<file path="src/rtl/spi_mstr_pkg.sv">
package spi_mstr_pkg;

  typedef enum logic [1:0] {
    ST_IDLE = 2'd0,
    ST_RUN  = 2'd1,
    ST_TAIL = 2'd2
  } xfer_state_t;

  // Edges are numbered from 1; odd numbers leave the rest level.
  function automatic logic edge_leaves_rest(input int unsigned idx);
    return idx[0];
  endfunction

  // Sampling edge: leaving rest in phase 0, returning to rest in phase 1.
  function automatic logic edge_samples(input logic cpha, input int unsigned idx);
    return cpha ? !edge_leaves_rest(idx) : edge_leaves_rest(idx);
  endfunction

  // Launch edge: the opposite of sampling, except that phase 0 launches
  // nothing on the final edge (its first bit went out with select).
  function automatic logic edge_launches(input logic cpha, input int unsigned idx,
                                         input int unsigned total);
    if (cpha) return edge_leaves_rest(idx);
    return !edge_leaves_rest(idx) && (idx != total);
  endfunction

endpackage

</file>
<file path="src/rtl/spi_half_timer.sv">
module spi_half_timer #(
  parameter int DIV_W = 8
) (
  input  logic             clk,
  input  logic             rst_n,
  input  logic             run,
  input  logic             clear,
  input  logic [DIV_W-1:0] limit,
  output logic             tick
);
  logic [DIV_W-1:0] cnt;

  assign tick = run && (cnt == limit);

  always_ff @(posedge clk or negedge rst_n) begin
    if (!rst_n) begin
      cnt <= '0;
    end else if (clear || tick || !run) begin
      cnt <= '0;
    end else begin
      cnt <= cnt + 1'b1;
    end
  end
endmodule

</file>
<file path="src/rtl/spi_ctrl.sv">
module spi_ctrl
  import spi_mstr_pkg::*;
#(
  parameter int DATA_W = 8,
  parameter int DIV_W  = 8
) (
  input  logic             clk,
  input  logic             rst_n,
  input  logic             start_i,
  input  logic             cpol_i,
  input  logic             cpha_i,
  input  logic [DIV_W-1:0] div_i,
  input  logic             tick,
  output logic             accept,
  output logic             run,
  output logic [DIV_W-1:0] div_cap,
  output logic             cpol_cap,
  output logic             cpha_cap,
  output logic             edge_ev,
  output logic             sample_ev,
  output logic             launch_ev,
  output logic             finish_ev,
  output logic             busy_o,
  output logic             ss_n_o,
  output logic             done_o
);
  localparam int EDGES = 2 * DATA_W;
  localparam int CW    = $clog2(EDGES + 1);
  localparam logic [CW-1:0] LAST_CNT = CW'(EDGES - 1);

  xfer_state_t      state;
  logic [CW-1:0]    edge_cnt;
  int unsigned      edge_idx;

  assign accept    = start_i && (state == ST_IDLE);
  assign run       = (state != ST_IDLE);
  assign edge_ev   = tick && (state == ST_RUN);
  assign finish_ev = tick && (state == ST_TAIL);
  assign edge_idx  = int'(edge_cnt) + 1;
  assign sample_ev = edge_ev && edge_samples(cpha_cap, edge_idx);
  assign launch_ev = edge_ev && edge_launches(cpha_cap, edge_idx, EDGES);

  always_ff @(posedge clk or negedge rst_n) begin
    if (!rst_n) begin
      state    <= ST_IDLE;
      edge_cnt <= '0;
      div_cap  <= '0;
      cpol_cap <= 1'b0;
      cpha_cap <= 1'b0;
      busy_o   <= 1'b0;
      ss_n_o   <= 1'b1;
      done_o   <= 1'b0;
    end else begin
      done_o <= 1'b0;
      case (state)
        ST_IDLE: begin
          if (accept) begin
            state    <= ST_RUN;
            edge_cnt <= '0;
            div_cap  <= div_i;
            cpol_cap <= cpol_i;
            cpha_cap <= cpha_i;
            busy_o   <= 1'b1;
            ss_n_o   <= 1'b0;
          end
        end
        ST_RUN: begin
          if (tick) begin
            edge_cnt <= edge_cnt + 1'b1;
            if (edge_cnt == LAST_CNT) state <= ST_TAIL;
          end
        end
        ST_TAIL: begin
          if (tick) begin
            state  <= ST_IDLE;
            busy_o <= 1'b0;
            ss_n_o <= 1'b1;
            done_o <= 1'b1;
          end
        end
        default: state <= ST_IDLE;
      endcase
    end
  end
endmodule

</file>
<file path="src/rtl/spi_sclk_drv.sv">
module spi_sclk_drv (
  input  logic clk,
  input  logic rst_n,
  input  logic idle,
  input  logic cpol_i,
  input  logic edge_ev,
  output logic sclk_o
);
  always_ff @(posedge clk or negedge rst_n) begin
    if (!rst_n) begin
      sclk_o <= 1'b0;
    end else if (idle) begin
      sclk_o <= cpol_i;
    end else if (edge_ev) begin
      sclk_o <= ~sclk_o;
    end
  end
endmodule

</file>
<file path="src/rtl/spi_shifter.sv">
module spi_shifter #(
  parameter int DATA_W = 8
) (
  input  logic              clk,
  input  logic              rst_n,
  input  logic              load,
  input  logic              cpha_i,
  input  logic [DATA_W-1:0] tx_data_i,
  input  logic              launch_ev,
  input  logic              sample_ev,
  input  logic              finish_ev,
  input  logic              miso_i,
  output logic              mosi_o,
  output logic [DATA_W-1:0] rx_data_o
);
  localparam int MSB = DATA_W - 1;

  logic [DATA_W-1:0] tx_sh;
  logic [DATA_W-1:0] rx_sh;

  always_ff @(posedge clk or negedge rst_n) begin
    if (!rst_n) begin
      tx_sh     <= '0;
      rx_sh     <= '0;
      mosi_o    <= 1'b0;
      rx_data_o <= '0;
    end else begin
      if (load) begin
        rx_sh <= '0;
        if (cpha_i) begin
          tx_sh <= tx_data_i;
        end else begin
          mosi_o <= tx_data_i[MSB];
          tx_sh  <= tx_data_i << 1;
        end
      end else begin
        if (launch_ev) begin
          mosi_o <= tx_sh[MSB];
          tx_sh  <= tx_sh << 1;
        end
        if (sample_ev) rx_sh <= {rx_sh[MSB-1:0], miso_i};
      end
      if (finish_ev) rx_data_o <= rx_sh;
    end
  end
endmodule

</file>
<file path="src/rtl/spi_byte_master.sv">
module spi_byte_master #(
  parameter int DATA_W = 8,
  parameter int DIV_W  = 8
) (
  input  logic              clk,
  input  logic              rst_n,
  input  logic              start_i,
  input  logic              cpol_i,
  input  logic              cpha_i,
  input  logic [DIV_W-1:0]  div_i,
  input  logic [DATA_W-1:0] tx_data_i,
  output logic              busy_o,
  output logic              done_o,
  output logic [DATA_W-1:0] rx_data_o,
  output logic              sclk_o,
  output logic              mosi_o,
  output logic              ss_n_o,
  input  logic              miso_i
);
  logic             accept;
  logic             run;
  logic             tick;
  logic [DIV_W-1:0] div_cap;
  logic             cpol_cap;
  logic             cpha_cap;
  logic             edge_ev;
  logic             sample_ev;
  logic             launch_ev;
  logic             finish_ev;

  spi_half_timer #(.DIV_W(DIV_W)) u_timer (
    .clk   (clk),
    .rst_n (rst_n),
    .run   (run),
    .clear (accept),
    .limit (div_cap),
    .tick  (tick)
  );

  spi_ctrl #(.DATA_W(DATA_W), .DIV_W(DIV_W)) u_ctrl (
    .clk       (clk),
    .rst_n     (rst_n),
    .start_i   (start_i),
    .cpol_i    (cpol_i),
    .cpha_i    (cpha_i),
    .div_i     (div_i),
    .tick      (tick),
    .accept    (accept),
    .run       (run),
    .div_cap   (div_cap),
    .cpol_cap  (cpol_cap),
    .cpha_cap  (cpha_cap),
    .edge_ev   (edge_ev),
    .sample_ev (sample_ev),
    .launch_ev (launch_ev),
    .finish_ev (finish_ev),
    .busy_o    (busy_o),
    .ss_n_o    (ss_n_o),
    .done_o    (done_o)
  );

  spi_sclk_drv u_sclk (
    .clk     (clk),
    .rst_n   (rst_n),
    .idle    (!busy_o),
    .cpol_i  (cpol_i),
    .edge_ev (edge_ev),
    .sclk_o  (sclk_o)
  );

  spi_shifter #(.DATA_W(DATA_W)) u_shift (
    .clk       (clk),
    .rst_n     (rst_n),
    .load      (accept),
    .cpha_i    (cpha_i),
    .tx_data_i (tx_data_i),
    .launch_ev (launch_ev),
    .sample_ev (sample_ev),
    .finish_ev (finish_ev),
    .miso_i    (miso_i),
    .mosi_o    (mosi_o),
    .rx_data_o (rx_data_o)
  );
endmodule

</file>
<file path="config.mk">
export PLATFORM = sky130hd
export DESIGN_NAME = spi_byte_master
export DESIGN_NICKNAME = d
export VERILOG_FILES = /design/src/rtl/spi_mstr_pkg.sv /design/src/rtl/spi_half_timer.sv /design/src/rtl/spi_ctrl.sv /design/src/rtl/spi_sclk_drv.sv /design/src/rtl/spi_shifter.sv /design/src/rtl/spi_byte_master.sv
export SDC_FILE = /design/constraint.sdc
export NUM_CORES = 1
export LEC_CHECK = 0
export ABC_AREA = 1
export CAP_MARGIN = 40
export CORE_ASPECT_RATIO = 0.8
export CORE_MARGIN = 2
export CORE_UTILIZATION = 38
export DETAILED_ROUTE_END_ITERATION = 10
export DONT_BUFFER_PORTS = 1
export SETUP_SLACK_MARGIN = 0.2
export SYNTH_ARGS = -nofsm -noshare
export SYNTH_HDL_FRONTEND = slang
export SYNTH_SLANG_ARGS = --single-unit
</file>
<file path="constraint.sdc">
create_clock -name clk -period 3.8 [get_ports clk]
set_input_delay 0.38 -clock clk [delete_from_list [all_inputs] [get_ports clk]]
set_output_delay 0.38 -clock clk [all_outputs]
set_load 0.005 [all_outputs]
</file>
== Word level (Yosys, flattened, before mapping) ==
Index checks and enable logic that the tools add are counted.

* Register bits after elaboration: 53
* Output and inout bits: 13
* Logic and storage cells: 81

* $add $sub $neg: 3
* Equal/unequal tests: 11
* Mux-type cells: 31
* Bitwise logic cells: 1
* Reductions and logical operators: 22

{| class="wikitable"
|+ Operator list
! operator !! count
|-
| 2-to-1 mux 8 bit || 6
|-
| != test 32 x 5 -> 1 bit (second input constant) || 1
|-
| 2-to-1 mux 1 bit || 15
|-
| 2-to-1 mux 5 bit || 2
|-
| one-hot mux 5 bit (2 select lines) || 1
|-
| nonzero test 2 bit || 5
|-
| adder 8 x 1 -> 8 bit (second input constant) || 1
|-
| == test 8 bit || 1
|-
| 2-to-1 mux 2 bit || 4
|-
| logical AND 1 bit || 7
|-
| adder 5 x 1 -> 6 bit (second input constant) || 1
|-
| != test 2 x 1 -> 1 bit (second input constant) || 3
|-
| != test 2 bit (second input constant) || 3
|-
| one-hot mux 2 bit (3 select lines) || 1
|-
| AND reduction 3 bit || 2
|-
| adder 5 x 1 -> 5 bit (second input constant) || 1
|-
| == test 5 x 4 -> 1 bit (second input constant) || 1
|-
| one-hot mux 1 bit (2 select lines) || 2
|-
| AND reduction 2 bit || 2
|-
| AND reduction 4 bit || 1
|-
| == test 2 x 1 -> 1 bit (second input constant) || 1
|-
| == test 2 bit (second input constant) || 1
|-
| logical NOT 1 bit || 2
|-
| logical NOT 2 bit || 1
|-
| other kinds (2) || 3
|}

== Logic depth before layout (Yosys ltp) ==
* Word-level depth: 7
* Gate-level depth with buffers: 12
* Mapped depth without buffers: 12

== Modules after synthesis ==
From an unflattened synthesis, not the netlist that was laid out.

* Cells, all modules: 346
* Area total of the unflattened synthesis: 2700.1 um2

{| class="wikitable"
|+ Modules (own cells, without submodules)
! module !! instances !! cells an instance !! area each (um2)
|-
| spi_shifter || 1 || 151 || 1161.1
|-
| spi_ctrl || 1 || 104 || 928.4
|-
| spi_half_timer || 1 || 81 || 549.3
|-
| spi_sclk_drv || 1 || 9 || 57.6
|-
| spi_byte_master || 1 || 1 || 3.8
|}

== Worst setup path after synthesis ==
Ideal clock, no wire load.

* Path type: reg-to-reg
* From: register u_ctrl.edge_cnt[0]
* To: register u_shift.mosi_o
* Setup time: 0.065 ns
* Arrival time: 1.728 ns
* Required time: 3.735 ns
* Setup slack: 2.007 ns
* Stages on the path, launching flop included: 13
* Path buffers: 0
* Period minus slack after synthesis: 1.793 ns
* Cell sequence: dfrtp_1 ha_1 nand2_1 nor2_1 ha_1 nor2_1 nand3b_1 nor2_1 nor2_1 nand3_4 nand2_4 nand3_1 nand2_1

* Cells in the longest elaborated chain, start to end: 7
* Elaborated cells between the ends (all ways): 9
* Classes of those cells: add/sub (1); eq/ne (1); mux (2); reduce/logical (5)

{| class="wikitable"
|+ Ends and longest elaborated chain
! element !! RTL line !! RTL
|-
| start: declaration || spi_ctrl.sv:32 || <nowiki>logic [CW-1:0] edge_cnt;</nowiki>
|-
| start signal: assignment || spi_ctrl.sv:69 || <nowiki>edge_cnt <= edge_cnt + 1'b1;</nowiki>
|-
| adder 5 x 1 -> 6 bit * || spi_ctrl.sv:39 || <nowiki>assign edge_idx = int'(edge_cnt) + 1;</nowiki>
|-
| != test 32 x 5 -> 1 bit or logical NOT 1 bit (tied branches) || spi_mstr_pkg.sv:24 || <nowiki>return !edge_leaves_rest(idx) && (idx != total);</nowiki>
|-
| logical AND 1 bit || spi_mstr_pkg.sv:24 ||
|-
| 2-to-1 mux 1 bit * || spi_mstr_pkg.sv:24 ||
|-
| logical AND 1 bit * || spi_ctrl.sv:41 || <nowiki>assign launch_ev = edge_ev && edge_launches(cpha_cap, edge_idx, EDGES);</nowiki>
|-
| nonzero test 2 bit (no line) * || n/a ||
|-
| AND reduction 2 bit (no line) * || n/a ||
|-
| end signal: assignment || spi_shifter.sv:33 || <nowiki>mosi_o <= tx_data_i[MSB];</nowiki>
|-
| end signal: assignment || spi_shifter.sv:38 || <nowiki>mosi_o <= tx_sh[MSB];</nowiki>
|-
| end: declaration || spi_shifter.sv:13 || <nowiki>output logic mosi_o,</nowiki>
|}

Mark *: on every way between the ends. The rest lies on a longest branch, timed or not. The select of a mux whose other input is x is not followed.
A chain may end at the register's enable or synchronous reset.

== Worst setup path in the final report ==
* From: register u_ctrl.state[0]
* To: register u_shift.mosi_o

* Cells in the longest elaborated chain, start to end: 6
* Elaborated cells between the ends (all ways): 11
* Classes of those cells: eq/ne (2); mux (1); reduce/logical (8)

{| class="wikitable"
|+ Ends and longest elaborated chain
! element !! RTL line !! RTL
|-
| start: declaration || spi_ctrl.sv:31 || <nowiki>xfer_state_t state;</nowiki>
|-
| start signal: assignment || spi_ctrl.sv:45 || <nowiki>state <= ST_IDLE;</nowiki>
|-
| start signal: assignment || spi_ctrl.sv:58 || <nowiki>state <= ST_RUN;</nowiki>
|-
| start signal: assignment || spi_ctrl.sv:70 || <nowiki>if (edge_cnt == LAST_CNT) state <= ST_TAIL;</nowiki>
|-
| nonzero test 2 bit || spi_ctrl.sv:36 || <nowiki>assign run = (state != ST_IDLE);</nowiki>
|-
| logical AND 1 bit || spi_half_timer.sv:13 || <nowiki>assign tick = run && (cnt == limit);</nowiki>
|-
| logical AND 1 bit || spi_ctrl.sv:37 || <nowiki>assign edge_ev = tick && (state == ST_RUN);</nowiki>
|-
| logical AND 1 bit || spi_ctrl.sv:41 ||
|-
| nonzero test 2 bit (no line) || n/a ||
|-
| AND reduction 2 bit (no line) || n/a ||
|}

Several ways; a longest one is shown, not always the timed one.

==> summary.log <==
INFO  global_routing gr-usage-met1=19.0%
INFO  logic_synthesis synthesis.instances=327
INFO  finish         fillCellCount=688
INFO  logic_synthesis synth_largest_area_cell=dfrtp_1
INFO  logic_synthesis ys.warnings.count=0
INFO  setup_path     critPathRequiredTime=4.00ns
INFO  timing         setup_viol=0
INFO  clocking       cts_hold_repair.buffers=2
INFO  setup_path     critical_path_class=flop to flop
INFO  clocking       clock_slew_seen_by_the_registers_of_the_worst_setup_and_hold_paths=0.10ns
INFO  clocking       ctsLongestPathBuffers=2
INFO  setup_path     critPathArrivalTime=2.35ns
INFO  finish         highest_count_cells_in_the_layout_ignoring_fill_and_taps=nand2_1, dfrtp_1, inv_1, nor2_1, o21ai_0
INFO  timing         relSlewSlack=44.2%
INFO  floorplanning  floorplan.die_area=7650um^2
INFO  floorplanning  start_util=38.8%
INFO  power          cellPowerDensity=609nW/um^2
INFO  logic_synthesis syn_nets=352
INFO  floorplanning  chipWidth=97.3um
INFO  setup_path     critPathMaxFanout=30
INFO  finish         post_layout_nets=354
INFO  finish         sequential_cell_area=1330um^2
INFO  clocking       cts_resized=0
INFO  setup_path     endpoint_kind=flop
INFO  finish         mostFrequentLayoutCell=nand2_1
INFO  logic_synthesis netlist-cell-type-count=30
INFO  routing        detail_route.iter0.violations=93
INFO  global_routing first_global_vias=1,834
INFO  global_routing total_global_routing_overflow=0
INFO  logic_synthesis yosys.area.top_type_share=49.2%
INFO  finish         multiInputGateArea=1130um^2
INFO  placement      place.detailed.hpwl=3.63mm
INFO  logic_synthesis share_of_synthesized_cell_area_in_full_adder_half_adder_and_majority_cells=1.42%
INFO  global_routing globalRouteTotalUtil=14.0%
INFO  routing        number_of_vias_after_detailed_routing=1,925
INFO  logic_synthesis number_of_synthesized_register_bits=53
INFO  routing        drt-vias-per-instance=4.62
INFO  finish         post-route-util=42.0%
INFO  logic_synthesis synthSimpleGateAreaFrac=30.1%
INFO  logic_synthesis synth_top_family_by_area=simple AND/OR/NAND/NOR gates
INFO  logic_synthesis post_synth_xor_area_fraction=1.32%
INFO  floorplanning  core_footprint=6820um^2
INFO  clocking       post-cts-setup-buffer-count=0
INFO  routing        post_drt_wl_per_cell=12.1um
INFO  floorplanning  die_outline_height=78.6um
INFO  timing         slew_viol_final=0
INFO  routing        drt_pre_antenna_iters=4
INFO  power          static_leakage=1.49nW
INFO  floorplanning  rows=27
INFO  placement      numPortBuffers=0
INFO  global_routing grt_antenna_before_repair=0
INFO  routing        remaining_drc_errors=0
INFO  clocking       worst_skew_pair.late_latency=0.30ns
INFO  global_routing grt_start_max_net_pins=54
INFO  timing         clock-skew-final=0.0153ns
INFO  clocking       cts_made_buffers=5
INFO  worst_hold_path hold_path.class=input pin to flop
INFO  logic_synthesis muxShareOfSynthArea=2.27%
INFO  setup_path     timing.critical_path.from_type=flop
INFO  timing         tightestPinTransition=0.836ns
INFO  logic_synthesis synth_compound_gate_area_share=7.71%
INFO  power          maximum_resistive_drop_on_vdd=0.225mV
INFO  logic_synthesis post_synth.cell_area_avg=8.09um^2
INFO  timing         final.period_utilization=56.4%
INFO  global_routing grtUsageMet2=22.6%
INFO  global_routing grt_first_pass_wirelength=8.67mm
INFO  placement      gpl.final_weighted_congestion=0.766
INFO  finish         layout-drive-gt1-share=11.2%
INFO  timing         fmax=467MHz
INFO  routing        drt-total-wl=5.06mm
INFO  finish         layout.cells.non_filler=417
INFO  clocking       clock_tree.root_cell=clkbuf_8
INFO  clocking       cts_htree_levels=2
INFO  placement      dpl.cell_count=407
INFO  timing         rsz_0062_raised_after_global_routing=false
INFO  finish         ant_diodes=0
INFO  floorplanning  top_level_ports=35
INFO  global_routing top_usage_layer=met2
INFO  logic_synthesis synth_seq_area_share=50.2%
INFO  routing        final_antenna_net_count=0
INFO  timing         timing_hold_violations_final=0
INFO  timing         setup_total_negative_slack=0ns
INFO  global_routing grt.met3_usage=3.74%
INFO  timing         final.min_clock_period=2.14ns
INFO  status         run_status=completed
INFO  logic_synthesis post_synth_main_area_contributors=dfrtp_1, nand2_1, inv_1
INFO  logic_synthesis netlist_area_pre_place=2650um^2
INFO  clocking       cts_tree=done
INFO  finish         area_growth_syn_to_layout=8.27%
INFO  clocking       cts.sinks=53
INFO  flow_run       maxCapViolations=0
==> power breakdown <==
group	internal (W)	switching [W]	total, W
clock	0.000169	0.000183	0.000351
combinational	0.000193	0.000379	0.000572
sequential	0.000704	0.000119	0.000823
total	0.00106	0.000681	0.00175
==> state kept, by name (all words and copies together), names as in the netlist <==
| signal | flops |
|---|---|
| u_ctrl.done_o | 1 |
| u_ctrl.ss_n_o | 1 |
| u_shift.rx_data_o | 8 |
| u_sclk.sclk_o | 1 |
| u_ctrl.div_cap | 8 |
| u_shift.rx_sh | 8 |
| u_shift.mosi_o | 1 |
| u_ctrl.state | 2 |
| u_ctrl.edge_cnt | 5 |
| u_ctrl.cpha_cap | 1 |
| u_ctrl.busy_o | 1 |
| u_timer.cnt | 8 |
| u_shift.tx_sh | 8 |
==> metrics by stage <==
step | total power (W) | hold slack (ns) | worst slack, ns | area, um^2
after floorplan | 0.00129 | 0.0844 | 2.01 | 2650
after global placement | 0.00138 | 0.0860 | 1.68 | 2720
after detailed placement | 0.00140 | 0.0862 | 1.62 | 2720
after CTS | 0.00177 | 0.188 | 1.60 | 2870
after global routing | 0.00189 | 0.182 | 1.34 | 2870
final | 0.00175 | 0.196 | 1.66 | 2870
==> Yosys cell counts (all sizes together) <==
library cell and instances:
clkbuf 4, xor2 3, nor2 28, nor3 2
ha 3, buf 3, dfstp 1, nor3b 1
o21a 1, or2 1, nand2 123, nand4 4
a21oi 3, dfrtp 52, inv 41, nand3 18
o21ai 31, nand3b 1, mux2i 6, xnor2 1
==> area by class of cell <==
class	instances	share of cell area (%)
multi-input cells	226	39.5
flip-flops and latches	53	46.3
repair buffers	2	1.31
clock buffers	7	3.36
well taps	87	3.80
inverters	41	5.37
clock inverters	1	0.306
==> critical path, stage by stage, from the launching register on <==
cell,delay (ns)
dfrtp_1,0.41
nor2_1,0.09
inv_1,0.09
nor2_4,0.43
inv_1,0.54
or2_0,0.36
nand3_1,0.09
nand2_1,0.05
==> per-layer routing <==
| layer | vias up | share of wire, % |
|---|---|---|
| met5 | - | 0 |
| met1 | 876 | 50 |
| met3 | 2 | 4.1 |
| li1 | 1025 | - |
| met2 | 22 | 46 |
| met4 | 0 | 0.53 |
==> cells by family (layout without fill, tap and decap cells) <==
kind of cell,after synthesis,after routing
muxes,6,6
and+or+nand+nor,178,178
AOI/OAI and AO/OA,35,35
DFF,53,53
buffers and inverters,48,51
xor gates and xnor gates,4,4
adders and majority gates,3,3
==> path summary, 6_finish.rpt <==
check	start	endpoint	slack [ns]	depth (start not counted)
max	u_ctrl.state[0]	u_shift.mosi_o	1.66	7
min	div_i[4]	u_ctrl.div_cap[4]	0.20	2
max reg2reg	u_ctrl.state[0]	u_shift.mosi_o	1.66	7
min reg2reg	u_shift.rx_sh[7]	u_shift.rx_data_o[7]	0.50	2
max in group asynchronous	rst_n	u_ctrl.ss_n_o	2.92	2
min in group asynchronous	rst_n	u_timer.cnt[6]	0.57	2
(Power assumes the default switching activity.)
